--- src/rtl/frac_baud_pkg.sv ---
package frac_baud_pkg;
    localparam int DEF_INT_W   = 16;
    localparam int DEF_FRAC_W  = 6;
    localparam int DEF_OVS_LOG = 4;
endpackage

--- src/rtl/frac_baud_acc.sv ---
module frac_baud_acc #(
    parameter int FRAC_W = frac_baud_pkg::DEF_FRAC_W
) (
    input  logic [FRAC_W-1:0] acc_i,
    input  logic [FRAC_W-1:0] frac_i,
    output logic [FRAC_W-1:0] sum_o,
    output logic              carry_o
);
    logic [FRAC_W:0] wide;

    always_comb begin
        wide    = {1'b0, acc_i} + {1'b0, frac_i};
        sum_o   = wide[FRAC_W-1:0];
        carry_o = wide[FRAC_W];
    end
endmodule

--- src/rtl/frac_baud_sub.sv ---
module frac_baud_sub #(
    parameter int OVS_LOG = frac_baud_pkg::DEF_OVS_LOG
) (
    input  logic clk_i,
    input  logic rst_ni,
    input  logic clr_i,
    input  logic adv_i,
    output logic bit_o
);
    logic [OVS_LOG-1:0] sub_d, sub_q;

    always_comb begin
        sub_d = sub_q;
        if (clr_i)      sub_d = '0;
        else if (adv_i) sub_d = sub_q + 1'b1;
        bit_o = adv_i && (sub_q == {OVS_LOG{1'b1}});
    end

    always_ff @(posedge clk_i or negedge rst_ni) begin
        if (!rst_ni) sub_q <= '0;
        else         sub_q <= sub_d;
    end
endmodule

--- src/rtl/frac_baud_gen.sv ---
module frac_baud_gen #(
    parameter int INT_W   = frac_baud_pkg::DEF_INT_W,
    parameter int FRAC_W  = frac_baud_pkg::DEF_FRAC_W,
    parameter int OVS_LOG = frac_baud_pkg::DEF_OVS_LOG
) (
    input  logic              clk_i,
    input  logic              rst_ni,
    input  logic              int_wr_i,
    input  logic [INT_W-1:0]  int_val_i,
    input  logic              frac_wr_i,
    input  logic [FRAC_W-1:0] frac_val_i,
    output logic              tick16_o,
    output logic              bit_tick_o
);
    localparam int PW = INT_W + 1;

    typedef struct packed {
        logic [INT_W-1:0]  whole;
        logic [FRAC_W-1:0] frac;
        logic [FRAC_W-1:0] stage;
        logic [INT_W-1:0]  cnt;
        logic [FRAC_W-1:0] acc;
        logic              extra;
    } state_t;

    state_t st_d, st_q;

    logic [FRAC_W-1:0] acc_sum;
    logic              acc_carry;
    logic [PW-1:0]     period_m1;
    logic              hit;

    frac_baud_acc #(.FRAC_W(FRAC_W)) u_acc (
        .acc_i   (st_q.acc),
        .frac_i  (st_q.frac),
        .sum_o   (acc_sum),
        .carry_o (acc_carry)
    );

    frac_baud_sub #(.OVS_LOG(OVS_LOG)) u_sub (
        .clk_i  (clk_i),
        .rst_ni (rst_ni),
        .clr_i  (int_wr_i),
        .adv_i  (hit),
        .bit_o  (bit_tick_o)
    );

    always_comb begin
        period_m1 = {1'b0, st_q.whole} + {{(PW-1){1'b0}}, st_q.extra} - {{(PW-1){1'b0}}, 1'b1};
        hit       = (st_q.whole != '0) && ({1'b0, st_q.cnt} == period_m1);

        st_d       = st_q;
        st_d.stage = frac_wr_i ? frac_val_i : st_q.stage;

        if (int_wr_i) begin
            st_d.whole = int_val_i;
            st_d.frac  = st_d.stage;
            st_d.cnt   = '0;
            st_d.acc   = '0;
            st_d.extra = 1'b0;
        end else if (st_q.whole == '0) begin
            st_d.cnt   = '0;
        end else if (hit) begin
            st_d.cnt   = '0;
            st_d.acc   = acc_sum;
            st_d.extra = acc_carry;
        end else begin
            st_d.cnt   = st_q.cnt + 1'b1;
        end
    end

    always_ff @(posedge clk_i or negedge rst_ni) begin
        if (!rst_ni) st_q <= '0;
        else         st_q <= st_d;
    end

    assign tick16_o = hit;
endmodule

--- config.mk ---
export PLATFORM = sky130hd
export DESIGN_NAME = frac_baud_gen
export DESIGN_NICKNAME = d
export VERILOG_FILES = /design/src/rtl/frac_baud_pkg.sv /design/src/rtl/frac_baud_acc.sv /design/src/rtl/frac_baud_sub.sv /design/src/rtl/frac_baud_gen.sv
export SDC_FILE = /design/constraint.sdc
export NUM_CORES = 1
export LEC_CHECK = 0
export ABC_AREA = 1
export CAP_MARGIN = 10
export CORE_ASPECT_RATIO = 0.6
export CORE_UTILIZATION = 45
export CTS_CLUSTER_SIZE = 30
export DETAILED_ROUTE_END_ITERATION = 12
export DONT_BUFFER_PORTS = 1
export GPL_ROUTABILITY_DRIVEN = 0
export GPL_TIMING_DRIVEN = 0
export PLACE_DENSITY_LB_ADDON = 0.05
export RECOVER_POWER = 100
export SYNTH_ARGS = -nofsm -noshare
export SYNTH_HDL_FRONTEND = slang
export SYNTH_SLANG_ARGS = --single-unit
--- constraint.sdc ---
create_clock -name clk_i -period 7.6 [get_ports clk_i]
set_clock_uncertainty 0.1 [all_clocks]
set_input_delay 1.9 -clock clk_i [delete_from_list [all_inputs] [get_ports clk_i]]
set_output_delay 1.9 -clock clk_i [all_outputs]
set_load 0.01 [all_outputs]
==> results of run 1 <==
## metal layers
metal	up-vias	wire, um	global-route usage
li1	1353	-	-
met1	1194	4150	0.333
met2	49	2550	0.297
met3	7	430	0.0505
met4	0	74	0.0617
met5	-	0	0
## cell families after synthesis
family | count (synthesis) | share of synthesized area
compound gates | 22 | 0.0343
xor+xnor | 24 | 0.0640
fa+ha+maj | 11 | 0.0442
buf+inv | 50 | 0.0633
flops | 55 | 0.419
mux | 6 | 0.0206
simple gates | 260 | 0.354
## through the flow
step | std cells | instance area, um2 | setup slack, ns | total power (uW)
final | 523 | 3530 | 2.78 | 676
after global routing | 523 | 3530 | 2.38 | 713
after CTS | 523 | 3560 | 2.91 | 685
after detailed placement | 515 | 3390 | 3.25 | 415
after global placement | 515 | 3390 | 3.26 | 414
after floorplan | 428 | 3280 | 3.68 | 394
## layout by cell type, fill, tap and decap left out
cell,synthesis,routed
sky130_fd_sc_hd__a21o_1,1,1
sky130_fd_sc_hd__a21oi_1,5,5
sky130_fd_sc_hd__and2_1,1,1
sky130_fd_sc_hd__and3_1,1,1
sky130_fd_sc_hd__buf_4,1,1
sky130_fd_sc_hd__buf_6,2,1
sky130_fd_sc_hd__bufinv_16,0,1
sky130_fd_sc_hd__clkbuf_1,7,9
sky130_fd_sc_hd__clkbuf_16,0,5
sky130_fd_sc_hd__clkinv_1,1,1
sky130_fd_sc_hd__clkinvlp_4,0,1
sky130_fd_sc_hd__dfrtp_1,55,55
sky130_fd_sc_hd__fa_1,1,1
sky130_fd_sc_hd__ha_1,10,10
sky130_fd_sc_hd__inv_1,38,38
sky130_fd_sc_hd__inv_6,0,1
sky130_fd_sc_hd__mux2_1,0,6
sky130_fd_sc_hd__nand2_1,141,141
sky130_fd_sc_hd__nand2_2,4,4
sky130_fd_sc_hd__nand2_4,1,1
sky130_fd_sc_hd__nand3_1,33,34
sky130_fd_sc_hd__nand3b_1,8,8
sky130_fd_sc_hd__nand4_1,3,3
sky130_fd_sc_hd__nand4_2,1,1
sky130_fd_sc_hd__nor2_1,51,52
sky130_fd_sc_hd__nor2_2,7,7
sky130_fd_sc_hd__nor2_4,4,3
sky130_fd_sc_hd__nor3_1,2,2
sky130_fd_sc_hd__nor3_2,2,2
sky130_fd_sc_hd__o21ai_0,13,13
sky130_fd_sc_hd__o21ai_1,3,3
sky130_fd_sc_hd__xnor2_1,8,8
sky130_fd_sc_hd__xor2_1,16,16
## power groups by stage
stage / logic, uW / clock network [uW] / registers, uW
after floorplan: 69.1 / 0 / 325
after global placement: 84.4 / 0 / 330
after detailed placement: 84.8 / 0 / 330
after CTS: 85.8 / 275 / 324
after global routing: 98.0 / 289 / 326
final: 84.2 / 268 / 324
## layout make-up
cell class / count / area (um2) / share of cell area
Buffer: 11 / 52.6 / 0.0149
Clock buffer: 5 / 125 / 0.0354
Clock inverter: 3 / 46.3 / 0.0131
Tap cell: 87 / 109 / 0.0308
Sequential cell: 55 / 1380 / 0.390
Multi-Input combinational cell: 323 / 1680 / 0.475
Inverter: 39 / 146 / 0.0414
## worst max-delay path: cells and delay by family (launching register included)
family / cells / cell delay [ns]
adder cells (fa/ha/maj): 2 / 0.49
buffers and inverters: 1 / 0.07
AND/OR/NAND/NOR: 12 / 1.59
flip-flops: 1 / 0.39
## flip-flops by register name, indices dropped and copies added (netlist names)
signal and flops:
u_sub.sub_q 4, st_q 51
## path summary, 6_finish.rpt
check,startpoint,endpoint,slack [ns],depth (start not counted)
min reg2reg,st_q[28],st_q[28],0.40,1
max,st_q[0],bit_tick_o,2.78,15
min in group asynchronous,rst_ni,u_sub.sub_q[2],1.19,0
max reg2reg,st_q[0],st_q[17],4.52,15
max in group asynchronous,rst_ni,st_q[10],6.11,0
min,st_q[28],st_q[28],0.40,1
==> flow_metrics.py, run 1 <==
metrics = {
    "outcome": {
        "status": "finished with violations",
        "violations_in_the_final_reports": "design-rule violations",
    },
    "synth": {
        "synth.yosys.warnings": 0,
        "ys_ff_latch": 55,
        "ys_top_cells_by_count": "141 x sky130_fd_sc_hd__nand2_1, 55 x sky130_fd_sc_hd__dfrtp_1, 51 x sky130_fd_sc_hd__nor2_1, 38 x sky130_fd_sc_hd__inv_1, 33 x sky130_fd_sc_hd__nand3_1",
        "number_of_distinct_library_cells_after_synthesis": 31,
        "syn_inst": 428,
        "dominantRegCellSynth": "sky130_fd_sc_hd__dfrtp_1",
        "yosysTopAreaCellShare": 0.419,
        "synthDominantAreaCellType": "sky130_fd_sc_hd__dfrtp_1",
        "post-synth-top-count-cell": "sky130_fd_sc_hd__nand2_1",
        "yosysSeqAreaShare": 0.419,
        "ys_top_cells_by_area": "sky130_fd_sc_hd__dfrtp_1 42%, sky130_fd_sc_hd__nand2_1 16%, sky130_fd_sc_hd__nor2_1 5.8%",
        "avg_inst_size_synth_um2": 7.67,
        "ys_async_rst_share": 1.00,
        "post_synth_instance_area_um2": 3280,
        "synth_edf_count": 0,
        "synth_nets": 465,
    },
    "critical_path": {
        "cp_cell_sequence": "inv_1 > ha_1 > ha_1 > nand2_1 > nor2_1 > nand2_1 > nand2_1 > nand2_1 > nor2_1 > nand2_1 > nor2_1 > nand2_1 > nor2_1 > nand3_1 > nor2_1",
        "worst-endpoint-arrival_ns": 2.82,
        "cp_data_required_time_ns": 5.60,
        "start_kind": "flip-flop",
        "path_max_fanout": 4,
        "worst_setup_path_end_kind": "primary output",
        "path_class": "reg2out",
        "critical-path-top-cell-by-count": "sky130_fd_sc_hd__nand2_1",
        "cp_slowest_stage_delay_ns": 0.39,
        "critPathSlowestCell": "sky130_fd_sc_hd__dfrtp_1",
    },
    "global_routing": {
        "grt_util_all_layers": 0.216,
        "antenna_found_initial": 0,
        "number_of_global_route_vias_before_repair": 2480,
        "grt_overflow": 0,
        "grt_first_pass_wirelength_um": 12300,
        "grt_max_degree": 56,
    },
    "final_layout": {
        "antenna_cells_inserted": 0,
        "drive_gt1_frac": 0.0642,
        "filler_cell_count": 654,
        "finish.utilization": 0.516,
        "syn_to_final_growth_pct": 7.66,
        "final_net_count": 472,
    },
    "sta": {
        "fin_worst_hold_slack_ns": 0.396,
        "shortest_period_the_worst_path_allows_ns": 4.82,
        "worst_pin_slew_ns": 0.597,
        "max_slew_headroom_at_the_worst_pin": 0.602,
        "setup_tns_ns": 0,
        "setup_viol": 0,
        "final-hold-violation-count": 0,
        "slew_viol_final": 0,
        "setup_repair_after_global_routing_missed_its_margin": "false",
        "layout_worst_path_cycle_share": 0.635,
        "fmax_ghz": 0.207,
    },
    "route": {
        "wl_um": 7210,
        "avgViaCountPerCell": 4.98,
        "post-route-drc-count": 2,
        "routed_wirelength_normalized_by_instance_count_um": 13.8,
        "drtPass1Iterations": 8,
        "antenna_violating_nets_post_route": 0,
        "drt_iter0_markers": 140,
        "route.vias.total": 2603,
    },
    "floorplanning": {
        "top_level_ports": 28,
        "rows": 23,
        "die-area_um2": 7650,
        "initial_utilization": 0.479,
        "core_area_um2": 6850,
        "die-width_um": 112,
        "vertical_die_dimension_um": 68.2,
    },
    "pwr": {
        "power.net_switching_uw": 180,
        "worst_ir_drop_vdd_mv": 0.0950,
        "share_seq_of_total_power": 0.479,
        "power_report.internal_total_uw": 496,
        "leakage_uw": 0.00174,
        "switching_share": 0.266,
        "comb_power_share": 0.125,
        "power_density_nw_per_um2": 191,
        "clockPowerShare": 0.396,
    },
    "cts": {
        "cts_setup_buffers": 0,
        "htreeDepth": 2,
        "worst_setup_hold_path_clk_slew_ns": 0.07,
        "cts.sinks": 55,
        "clk-insertion-delay-late_ns": 0.29,
        "hold_buf_cts": 0,
        "cts_inserted_buffers": 5,
        "cts-root-to-sink-buffers": 2,
        "root_buffer": "sky130_fd_sc_hd__clkbuf_16",
        "post_cts_resized": 0,
        "cts_tree": "built",
    },
    "placed_design": {
        "detailedPlacementHpwl_um": 5540,
        "io_buffers": 0,
    },
    "hold_path": {
        "hold_path_class": "reg2reg",
    },
    "flow_run": {
        "maxCapViolations": 0,
    },
}
(Power assumes the default switching activity.)
==> run 2, diff against run 1 <==
ABC_AREA = 0   (was 1)
clock period = 4.04 ns   (was 7.6 ns; I/O delays follow)
==> flow_metrics.py, run 2 <==
metrics = {
    "global_routing": {
        "number_of_global_route_vias_before_repair": 2247,
        "grt_overflow": 0,
        "grt_max_degree": 56,
        "grt_first_pass_wirelength_um": 11900,
        "grt_util_all_layers": 0.227,
        "antenna_found_initial": 0,
    },
    "cts": {
        "cts_inserted_buffers": 5,
        "clk-insertion-delay-late_ns": 0.30,
        "root_buffer": "sky130_fd_sc_hd__clkbuf_16",
        "htreeDepth": 2,
        "cts-root-to-sink-buffers": 2,
        "cts.sinks": 55,
        "worst_setup_hold_path_clk_slew_ns": 0.07,
        "cts_tree": "built",
    },
    "sta": {
        "setup_repair_after_global_routing_missed_its_margin": "true",
        "worst_pin_slew_ns": 0.979,
        "layout_worst_path_cycle_share": 1.03,
        "fmax_ghz": 0.240,
        "fin_worst_hold_slack_ns": 0.295,
        "final-hold-violation-count": 0,
        "shortest_period_the_worst_path_allows_ns": 4.17,
        "max_slew_headroom_at_the_worst_pin": 0.343,
        "slew_viol_final": 0,
        "fin_ws_ns": -0.132,
        "setup_viol": 1,
    },
    "final_layout": {
        "largest_reg_flops": 51,
        "final_net_count": 353,
        "mostFrequentLayoutCells": "54 x sky130_fd_sc_hd__dfrtp_1, 29 x sky130_fd_sc_hd__nor2_1, 23 x sky130_fd_sc_hd__mux2_2",
        "filler_cell_count": 550,
        "antenna_cells_inserted": 0,
        "largestRegisters": "st_q x51, u_sub.sub_q x4",
        "syn_to_final_growth_pct": 15.4,
        "layout.cells.most_common": "sky130_fd_sc_hd__dfrtp_1",
        "largest_register": "st_q",
        "drive_gt1_frac": 0.215,
    },
    "critical_path": {
        "r2r_cells": 12,
        "worst_setup_path_end_kind": "primary output",
        "path_max_fanout": 4,
        "cp_data_required_time_ns": 2.93,
        "path_class": "reg2out",
        "timing.critical_path.from": "st_q[35]",
        "r2r-start": "st_q[35]",
        "start_kind": "flip-flop",
        "worst-endpoint-arrival_ns": 3.06,
    },
    "pwr": {
        "report.power.total_uw": 1310,
        "leakage_uw": 0.00147,
        "worst_ir_drop_vdd_mv": 0.204,
        "power_density_nw_per_um2": 369,
    },
    "floorplanning": {
        "die-area_um2": 7190,
        "vertical_die_dimension_um": 66.1,
        "rows": 22,
        "top_level_ports": 28,
        "core_area_um2": 6360,
        "die-width_um": 109,
        "initial_utilization": 0.484,
    },
    "synth": {
        "synth.yosys.warnings": 0,
        "number_of_distinct_library_cells_after_synthesis": 46,
        "ys_ff_latch": 55,
        "ys_async_rst_share": 1.00,
        "post_synth_instance_area_um2": 3080,
        "post-synth-top-count-cell": "sky130_fd_sc_hd__dfrtp_1",
        "synth_edf_count": 0,
        "ys_top_cells_by_count": "55 x sky130_fd_sc_hd__dfrtp_1, 29 x sky130_fd_sc_hd__nor2_1, 27 x sky130_fd_sc_hd__mux2_2, 19 x sky130_fd_sc_hd__xor2_1, 18 x sky130_fd_sc_hd__a21oi_1",
        "avg_inst_size_synth_um2": 10.3,
        "synth_nets": 336,
        "dominantRegCellSynth": "sky130_fd_sc_hd__dfrtp_1",
        "yosysSeqAreaShare": 0.447,
        "synthDominantAreaCellType": "sky130_fd_sc_hd__dfrtp_1",
        "yosysTopAreaCellShare": 0.447,
        "syn_inst": 299,
        "ys_top_cells_by_area": "sky130_fd_sc_hd__dfrtp_1 45%, sky130_fd_sc_hd__mux2_2 9.9%, sky130_fd_sc_hd__xor2_1 5.4%",
    },
    "hold_path": {
        "hold_path_class": "in2async",
    },
    "route": {
        "antenna_violating_nets_post_route": 0,
        "drtPass1Iterations": 4,
        "post-route-drc-count": 0,
        "drt_iter0_markers": 131,
        "route.vias.total": 2265,
        "avgViaCountPerCell": 5.65,
        "wl_um": 7220,
        "routed_wirelength_normalized_by_instance_count_um": 18.0,
    },
    "outcome": {
        "violations_in_the_final_reports": "negative setup slack",
        "status": "finished with violations",
    },
    "flow_run": {
        "maxCapViolations": 0,
    },
    "placed_design": {
        "dp_slack_ns": -0.467,
        "io_buffers": 0,
        "detailedPlacementHpwl_um": 5090,
    },
}
## run 2: cell types whose count changed after synthesis, sizes merged, moves of 4 or more
cell | before | now
or4 | 0 | 6
nand3 | 34 | 17
o21ai | 16 | 12
nand2b | 0 | 5
xnor2 | 8 | 17
clkbuf | 7 | 12
nor4 | 0 | 5
inv | 38 | 8
nand3b | 8 | 0
mux2 | 6 | 27
nand2 | 146 | 8
a21oi | 5 | 18
nor2 | 62 | 30
## run 2: logic make-up (layout without fill, tap and decap cells)
kind of cell / after synthesis / count (layout) / synth area share
simple gates: 93 / 93 / 0.161
buf+inv: 23 / 41 / 0.0313
xor+xnor: 36 / 36 / 0.102
compound gates: 51 / 51 / 0.103
fa+ha+maj: 11 / 11 / 0.0472
mux: 30 / 30 / 0.109
flops: 55 / 55 / 0.447
## run 2: area by class of cell
class	count	area [um2]	share of cell area
Timing Repair Buffer	14	105	0.0296
Buffer	11	60.1	0.0169
Tap cell	84	105	0.0296
Inverter	8	30.0	0.00846
Multi-Input combinational cell	221	1700	0.480
Clock buffer	5	125	0.0352
Clock inverter	3	43.8	0.0123
Sequential cell	55	1380	0.388
## run 2: repair_timing
item,4_1_cts,5_1_grt
setup endpoints to repair,2,2
setup buffers,9,5
gates resized for setup,17,5
hold endpoints to repair,0,0
pin swaps,9,8
hold buffers,0,0
## run 2: per-layer routing
metal | vias up | wire length [um] | track usage
li1 | 1102 | - | -
met1 | 1111 | 4080 | 0.361
met2 | 47 | 2740 | 0.296
met3 | 5 | 331 | 0.0512
met4 | 0 | 68 | 0.0659
met5 | - | 0 | 0
## run 2: stage by stage
step | instances | instance area [um2] | TNS (ns) | util
CTS | 397 | 3480 | -0.124 | 0.548
finish | 401 | 3550 | -0.132 | 0.558
global placement | 383 | 3180 | -0.567 | 0.501
detailed placement | 383 | 3180 | -0.631 | 0.501
global route | 401 | 3550 | -0.245 | 0.558
floorplan | 299 | 3080 | 0 | -
## run 2: power breakdown
part	internal [uW]	switching, uW	leakage, uW	total, uW
logic	97.2	90.0	0.000684	187
registers	583	40.7	0.000702	624
clock network	293	206	0.0000838	499
total	973	337	0.00147	1310
## run 2: path summary, 6_finish.rpt
check | endpoint | slack (ns)
max in group asynchronous | st_q[18] | 3.42
min in group clk_i | st_q[26] | 0.40
min reg2reg | st_q[26] | 0.40
max reg2reg | st_q[16] | 0.65
max | bit_tick_o | -0.13
min | st_q[38] | 0.30
## run 2: worst max-delay path: stages, from the launching register on
cell and delay [ns]:
sky130_fd_sc_hd__dfrtp_1 0.39, sky130_fd_sc_hd__inv_2 0.09, sky130_fd_sc_hd__ha_4 0.15, sky130_fd_sc_hd__buf_4 0.10
sky130_fd_sc_hd__nand2b_1 0.06, sky130_fd_sc_hd__or4_1 0.47, sky130_fd_sc_hd__o31ai_1 0.30, sky130_fd_sc_hd__nand3_1 0.18
sky130_fd_sc_hd__or4_4 0.54, sky130_fd_sc_hd__nor2_4 0.21, sky130_fd_sc_hd__and4_4 0.27
